<file path="src/rtl/adc_window_monitor.sv">
module adc_window_monitor #(
  parameter int DW = 12,
  parameter int CW = 5
) (
  input  logic          clk,
  input  logic          rst_n,
  input  logic          res_valid,
  input  logic [CW-1:0] res_chan,
  input  logic [DW-1:0] res_data,
  input  logic          res_inj,
  input  logic [DW-1:0] lo_bound,
  input  logic [DW-1:0] hi_bound,
  input  logic          single_mode,
  input  logic [CW-1:0] sel_chan,
  input  logic          reg_en,
  input  logic          inj_en,
  input  logic          irq_en,
  input  logic          flag_clr,
  output logic          flag,
  output logic          irq,
  output logic [CW-1:0] hit_chan,
  output logic [DW-1:0] hit_data
);
  logic grp_ok, chan_ok, outside, hit, take;

  assign grp_ok  = res_inj ? inj_en : reg_en;
  assign chan_ok = !single_mode || (res_chan == sel_chan);
  assign outside = (res_data < lo_bound) || (res_data > hi_bound);
  assign hit     = res_valid && grp_ok && chan_ok && outside;
  assign take    = hit && (!flag || flag_clr);

  always_ff @(posedge clk or negedge rst_n) begin
    if (!rst_n) begin
      flag     <= 1'b0;
      hit_chan <= '0;
      hit_data <= '0;
    end else begin
      flag <= hit || (flag && !flag_clr);
      if (take) begin
        hit_chan <= res_chan;
        hit_data <= res_data;
      end
    end
  end

  assign irq = flag && irq_en;
endmodule


</file>
<file path="config.mk">
export PLATFORM = sky130hd
export DESIGN_NAME = adc_window_monitor
export DESIGN_NICKNAME = d
export VERILOG_FILES = /design/src/rtl/adc_window_monitor.sv
export SDC_FILE = /design/constraint.sdc
export NUM_CORES = 1
export LEC_CHECK = 0
export BUFFER_PORTS_ARGS = -buffer_cell sky130_fd_sc_hd__buf_2
export CAP_MARGIN = 30
export CORE_ASPECT_RATIO = 1.4
export CORE_MARGIN = 3
export CORE_UTILIZATION = 45
export CTS_CLUSTER_DIAMETER = 50
export DETAILED_ROUTE_END_ITERATION = 12
export PLACE_DENSITY = 0.78
export SLEW_MARGIN = 10
export SYNTH_ARGS = -nofsm -noshare
export SYNTH_HDL_FRONTEND = slang
export SYNTH_SLANG_ARGS = --single-unit
</file>
<file path="constraint.sdc">
create_clock -name clk -period 1.5 [get_ports clk]
set_input_delay 0.075 -clock clk [delete_from_list [all_inputs] [get_ports clk]]
set_output_delay 0.075 -clock clk [all_outputs]
set_load 0.005 [all_outputs]
</file>
==> impl_metrics.tcl, run 1 <==
set metrics [dict create \
    synth_nets 209 \
    avgSynthCellArea_um2 10.6 \
    synth-async-reset-ratio_pct 100 \
    ant_nets 0 \
    grt-ovfl-total 0 \
    maxSlewHeadroom_pct 70.9 \
    failed_checks "negative setup slack" \
    slew_viol_final 0 \
    multi_input_area_um2 1030 \
    synth_edf_count 0 \
    cts.sinks 18 \
    max_stage_delay_ps 310 \
    grt_pass1_wl_mm 7.07 \
    tightest_slew_ps 437 \
    cts_max_level 1 \
    grt_max_degree 19 \
    cts.clk_slew.worst_paths_ps 70 \
    post-synth-top-count-cell "inv_1" \
    synth_top_area_share_pct 32.5 \
    n_fill_cell 184 \
    root_buffer "clkbuf_8" \
    critPathKind "input port to flop" \
    dr.first_iter.drc_count 17 \
    wire_per_inst_um 17.2 \
    drv_cap 0 \
    hpwl_mm 3.08 \
    antenna_found_initial 0 \
    setup_violations 17 \
    rows 23 \
    setup_ws_ps -254 \
    antenna_cells 0 \
    dpl_cell_area_um2 1970 \
    crit_path_max_fanout 8 \
    avgViaCountPerCell 5.32 \
    slowest_stage "mux2_4" \
    port_buffers 73 \
    seq_area_um2 450 \
    syn_inst 131 \
    synth.ff_latch_count 18 \
    power_density_nw_per_um2 898 \
    synth_area_leaders "dfrtp_1 33%, ha_1 21%, mux2_4 11%" \
    layout-drive-gt1-share_pct 60.4 \
    syn_area_um2 1390 \
    route.detailed.drc 0 \
    cts_tree "built" \
    die_h_um 71.6 \
    ir_worst_vdd_mv 0.849 \
    min_path_type "input port to flop" \
    final_cells 262 \
    io_pins 74 \
    path_cells "buf_4 > ha_4 > a21oi_2 > nand2_1 > a21o_1 > a211oi_4 > o221ai_4 > buf_12 > buf_12 > mux2_4" \
    nets 304 \
    fp.dieW_um 52.9 \
    vias 1394 \
    rsz0062_at_grt "yes" \
    stdcell_area_um2 2280 \
    clk_latency_ps 260 \
    start_util_pct 47.7 \
    synth_warnings 0 \
    synth_common_cells "24 x inv_1, 23 x ha_1, 18 x dfrtp_1" \
    cp_common_cell "buf_12" \
    coreArea_um2 2910 \
    hold_viol 0 \
    grt_usage_pct 25.5 \
    fin_crit_ps 1750 \
    die_area_um2 3790 \
    grt_pass1_vias 1601 \
    place_congestion 0.887 \
    dp.cells 252 \
    wl_mm 4.50 \
    startpoint_type "input port" \
    cts_buffer_depth 2 \
    drt_pass1_iterations 4 \
    end_kind "flop" \
    cts-buffers-inserted 3 \
    finalClockSkew_ps 2.79 \
    max_freq_mhz 570 \
    p_leak_nw 1.22 \
    design_power_total_mw 2.05 \
    syn_to_final_growth_pct 64.4 \
    ys.flop_type "dfrtp_1" \
    post-synth-top-area-cell "dfrtp_1" \
    status "finished, violations left" \
    arrival_ps 1900 \
    critPathRequiredTime_ps 1650 \
    synth_seq_area_share_pct 32.5 \
    fin_crit_sh_pct 117 \
    synth.distinct_cells 26 \
]
## layout make-up
type                       count  area share [%]
tap                           37            2.03
inverter                      24            4.73
timing repair buffer          91            26.0
sequential                    18            19.8
multi-input combinational     88            45.1
clock buffer                   4            2.42
## cell families after synthesis
logic type                 synth area share, %
buffers and inverters                     7.32
and+or+nand+nor                           6.87
DFF                                       32.5
AOI/OAI and AO/OA                         12.0
xor gates and xnor gates                  3.16
muxes                                     17.3
adders and majority gates                 20.8
## power by group
part           switching [mW]  internal [mW]
Combinational           0.345          0.544
Clock                   0.177          0.234
Sequential             0.0999          0.646
## worst max-delay path, delay by kind of cell
| kind | cells | cell delay, ps |
|---|---|---|
| muxes | 1 | 310 |
| AOI/OAI and AO/OA | 4 | 740 |
| buffers and inverters | 3 | 440 |
| and+or+nand+nor | 1 | 90 |
| adders and majority gates | 1 | 250 |
## repair_timing
item	4_1_cts	5_1_grt
hold buffers	1	0
cloned	1	0
endpoints found under the setup margin	17	17
pin swaps	15	3
setup buffers	4	1
resized for setup	34	5
hold endpoints to repair	18	0
## state kept, by name (all words and copies together) (netlist names)
name and count:
hit_chan 5, flag 1, hit_data 12
## per-stage QoR
| step | worst slack (ps) | setup TNS (ps) | utilization [%] | hold WS, ps |
|---|---|---|---|---|
| floorplan | -257 | -3320 | - | -221 |
| CTS | -155 | -2310 | 78.4 | 43.7 |
| global placement | -428 | -6930 | 67.8 | 18.9 |
| global route | -302 | -4820 | 78.3 | 69.4 |
| finish | -254 | -3880 | 78.3 | 60.1 |
| detailed placement | -495 | -7850 | 67.8 | 32.9 |
## metal layers
metal | global-route usage, % | vias to the layer above | wire length [um]
li1 | - | 645 | -
met1 | 26.3 | 665 | 1610
met2 | 46.3 | 64 | 2430
met3 | 4.16 | 20 | 249
met4 | 15.1 | 0 | 205
met5 | 0 | - | 0
## placed cells by master, fill, tap and decap left out, types with 5 or more instances in the layout
master / instances
mux2_4: 17
a21oi_1: 6
nand4_1: 5
dfrtp_1: 18
a21oi_2: 6
ha_1: 12
inv_1: 21
buf_4: 15
buf_2: 66
ha_4: 10
## worst paths after layout
path | from | to | slack [ps] | cells past startpoint
max | res_data[10] | hit_chan[4] | -250 | 10
min | flag_clr | flag | 60 | 2
max reg2reg | flag | hit_chan[4] | 40 | 5
min reg2reg | hit_data[1] | hit_data[1] | 510 | 1
max in group asynchronous | rst_n | hit_data[9] | 910 | 2
min in group asynchronous | rst_n | hit_chan[1] | 290 | 2
Power figures use the tool's default switching activity.
==> run 2: changes to the inputs <==
- TNS_END_PERCENT: default -> 1
==> impl_metrics.tcl, run 2 (synthesized netlist as in run 1, its figures left out) <==
set metrics [dict create \
    status "finished, violations left" \
    failed_checks "negative setup slack" \
    setup_ws_ps -117 \
    postLayoutCoreUtil_pct 75.6 \
    rsz0062_at_grt "yes" \
    min_path_type "input port to flop" \
    grt-ovfl-total 0 \
    tightest_slew_ps 426 \
    vias 1287 \
    cts.sinks 18 \
    arrival_ps 1760 \
    dr.first_iter.drc_count 19 \
    dp.cells 249 \
    hpwl_mm 3.01 \
    wl_mm 3.90 \
    drt_pass1_iterations 4 \
    finalClockSkew_ps 1.36 \
    io_pins 74 \
    fin_crit_ps 1620 \
    die_h_um 71.6 \
    grt_pass1_wl_mm 6.20 \
    r2r_cells 4 \
    maxSlewHeadroom_pct 71.6 \
    rows 23 \
    die_area_um2 3790 \
    regMostFlops "hit_data" \
    hold_viol 0 \
    cts-buffers-inserted 3 \
    n_fill_cell 225 \
    clk_latency_ps 250 \
    avgViaCountPerCell 5.05 \
    p_leak_nw 1.18 \
    hold_depth 2 \
    port_buffers 73 \
    cts.clk_slew.worst_paths_ps 70 \
    power_density_nw_per_um2 895 \
    cts_tree "built" \
    cts_max_level 1 \
    grt_usage_pct 21.6 \
    largest_register_ffs 12 \
    cts_buffer_depth 2 \
    wire_per_inst_um 15.3 \
    start_util_pct 47.7 \
    grt_max_degree 19 \
    syn_to_final_growth_pct 58.6 \
    drv_cap 0 \
    layout-drive-gt1-share_pct 59.6 \
    top_regs "hit_data (12), hit_chan (5), flag (1)" \
    layout_commonest_cell "buf_2" \
    slew_viol_final 0 \
    fp.dieW_um 52.9 \
    critPathRequiredTime_ps 1640 \
    end_kind "flop" \
    ant_nets 0 \
    route.detailed.drc 0 \
    antenna_cells 0 \
    critPathKind "input port to flop" \
    crit_path_max_fanout 8 \
    coreArea_um2 2910 \
    nets 297 \
    layout_common_cells "67 x buf_2, 20 x inv_1, 18 x dfrtp_1" \
    max_freq_mhz 618 \
    startpoint_type "input port" \
    fin_crit_sh_pct 108 \
    final_cells 255 \
    setup_violations 17 \
    grt_pass1_vias 1396 \
    root_buffer "clkbuf_8" \
    ir_worst_vdd_mv 0.552 \
    place_congestion 0.833 \
    antenna_found_initial 0 \
]
## run 2: area by class of cell
| class | instances | area (um^2) | share of cell area, % |
|---|---|---|---|
| tap | 37 | 46.3 | 2.11 |
| multi-input combinational | 88 | 1030 | 46.8 |
| sequential | 18 | 450 | 20.5 |
| inverter | 24 | 108 | 4.90 |
| timing repair buffer | 84 | 510 | 23.2 |
| clock buffer | 4 | 55.1 | 2.51 |
## run 2: worst max-delay path: stages
cell,delay [ps]
buf_2,130
ha_1,310
a21oi_1,160
o21ai_2,110
a211oi_4,320
o221ai_4,170
buf_8,180
mux2_4,300
## run 2: worst paths after layout
check	from	endpoint	slack [ps]
worst max-delay path	res_data[3]	hit_data[5]	-120
worst min-delay path	flag_clr	flag	50
worst max register to register	flag	hit_data[5]	170
worst min register to register	hit_data[10]	hit_data[10]	510
max in group asynchronous	rst_n	hit_data[5]	920
min in group asynchronous	rst_n	hit_chan[1]	280
## run 2: report_power, final
| group | internal (mW) | switching, mW |
|---|---|---|
| logic | 0.513 | 0.316 |
| clock network | 0.233 | 0.169 |
| registers | 0.646 | 0.0896 |
## run 2: repair_timing
action | 4_1_cts | 5_1_grt
setup buffers | 1 | 0
pin swaps | 15 | 0
hold buffers | 1 | 0
gates resized for setup | 36 | 5
setup endpoints to repair | 17 | 17
hold endpoints to repair | 18 | 0
## run 2: layer usage
metal	up-vias	routed length, um	global-route usage [%]
li1	629	-	-
met1	614	1430	23.3
met2	40	2210	42.4
met3	4	207	2.08
met4	0	42	5.97
met5	-	0	0
## run 2: metrics by stage
| step | setup WS, ps | area [um^2] | TNS (ps) | hold slack [ps] | power [mW] |
|---|---|---|---|---|---|
| after global placement | -417 | 1920 | -6860 | 21.2 | 1.43 |
| after detailed placement | -476 | 1920 | -7820 | 31.5 | 1.46 |
| after floorplan | -257 | 1460 | -3320 | -221 | 1.11 |
| final | -117 | 2200 | -1820 | 45.7 | 1.97 |
| after CTS | -84.3 | 2180 | -1210 | 33.6 | 1.97 |
| after global routing | -174 | 2200 | -2790 | 36.9 | 2.08 |
==> run 3: changes to the inputs <==
==> constraint.sdc (replaced) <==
create_clock -name clk -period 1.5 [get_ports clk]
set_input_delay 0.075 -clock clk [delete_from_list [all_inputs] [get_ports clk]]
set_output_delay 0.075 -clock clk [all_outputs]
set_load 0.1 [all_outputs]
==> impl_metrics.tcl, run 3 (synthesized netlist as in run 1, its figures left out) <==
set metrics [dict create \
    status "finished, violations left" \
    failed_checks "negative setup slack" \
    root_buffer "clkbuf_8" \
    die_area_um2 3790 \
    postLayoutCoreUtil_pct 75.5 \
    die_h_um 71.6 \
    layout_commonest_cell "buf_2" \
    ant_nets 0 \
    fin_crit_sh_pct 108 \
    ir_worst_vdd_mv 1.19 \
    avgViaCountPerCell 5.21 \
    antenna_found_initial 0 \
    cts_max_level 1 \
    max_freq_mhz 618 \
    setup_ws_ps -117 \
    route.detailed.drc 0 \
    layout_common_cells "66 x buf_2, 20 x inv_1, 17 x mux2_4, 17 x dfrtp_1, 12 x ha_1" \
    min_path_type "input port to flop" \
    power_density_nw_per_um2 1440 \
    holdWs_ps 66.9 \
    cts.clk_slew.worst_paths_ps 70 \
    n_fill_cell 206 \
    critPathKind "input port to flop" \
    cts_buffer_depth 2 \
    fin_crit_ps 1620 \
    arrival_ps 1760 \
    nets 295 \
    cts_tree "built" \
    drt_pass1_iterations 4 \
    startpoint_type "input port" \
    hpwl_mm 3.07 \
    coreArea_um2 2910 \
    dr.first_iter.drc_count 22 \
    clk_latency_ps 250 \
    grt_pass1_vias 1411 \
    wl_mm 4.09 \
    antenna_cells 0 \
    finalClockSkew_ps 2.51 \
    setup_violations 17 \
    grt_max_degree 19 \
    largest_register_ffs 12 \
    slew_viol_final 0 \
    syn_to_final_growth_pct 58.4 \
    maxSlewHeadroom_pct 67.0 \
    cts.sinks 18 \
    grt-ovfl-total 0 \
    critPathRequiredTime_ps 1640 \
    layout-drive-gt1-share_pct 60.2 \
    hold_viol 0 \
    fp.dieW_um 52.9 \
    rsz0062_at_grt "yes" \
    regMostFlops "hit_data" \
    crit_path_max_fanout 7 \
    rows 23 \
    grt_usage_pct 22.0 \
    cts-buffers-inserted 3 \
    post-cts-setup-buffers 0 \
    port_buffers 73 \
    vias 1317 \
    wire_per_inst_um 16.2 \
    p_leak_nw 1.16 \
    grt_pass1_wl_mm 6.31 \
    start_util_pct 47.7 \
    io_pins 74 \
    place_congestion 0.759 \
    end_kind "flop" \
    tightest_slew_ps 498 \
    top_regs "hit_data (12), hit_chan (5), flag (1)" \
    drv_cap 0 \
]
[run 3: cell types whose count changed in the layout (fill, tap and decap cells not counted), sizes merged]
cell,change
buf,-2
[run 3: critical path, stage by stage]
cell,delay [ps]
buf_2,120
ha_1,300
nand4_1,150
nor3_2,210
a21oi_1,60
o21a_1,140
o221ai_4,190
buf_6,200
mux2_4,310
[run 3: worst paths after layout]
path                              from     endpoint  slack [ps]  depth (start not counted)
setup / recovery           res_data[6]  hit_data[2]        -120                          9
hold / removal                flag_clr         flag          70                          2
setup reg to reg                  flag  hit_data[2]         160                          4
hold reg to reg            hit_data[0]  hit_data[0]         510                          1
max in group asynchronous        rst_n         flag         880                          2
min in group asynchronous        rst_n  hit_chan[1]         290                          2
[run 3: layout make-up]
cell class                 count  area (um^2)  share of cell area [%]
multi-input combinational     88         1040                    47.6
timing repair buffer          82          494                    22.5
sequential                    18          454                    20.7
inverter                      24          110                    5.02
tap                           37         46.3                    2.11
clock buffer                   4         45.0                    2.05
[run 3: report_power, final]
part / switching, mW / leakage (nW) / internal, mW
logic: 1.53 / 0.921 / 0.518
registers: 0.0950 / 0.214 / 0.648
clock network: 0.171 / 0.0228 / 0.189
total: 1.80 / 1.16 / 1.35
[run 3: timing repair]
item,CTS,global route
endpoints found under the hold margin,18,0
hold buffers,1,0
resized for setup,30,14
pin swaps,11,8
endpoints found under the setup margin,17,17
[run 3: per-stage QoR]
step / TNS (ps) / instances / instance area [um^2] / total power [mW] / setup slack (ps)
3_5_place_dp: -7410 / 248 / 1920 / 2.68 / -463
2_1_floorplan: -3330 / 131 / 1460 / 2.31 / -257
5_1_grt: -2770 / 253 / 2190 / 3.28 / -180
4_1_cts: -1380 / 253 / 2110 / 3.12 / -93.4
3_3_place_gp: -6840 / 248 / 1920 / 2.64 / -417
6_report: -1770 / 253 / 2190 / 3.15 / -117
[run 3: routing by layer]
layer  vias up  wire [um]  global-route usage (%)
met5         -          0                       0
met4         0         35                    5.40
met3         4        202                    3.12
met2        50       2370                    43.0
met1       636       1490                    23.5
li1        627          -                       -
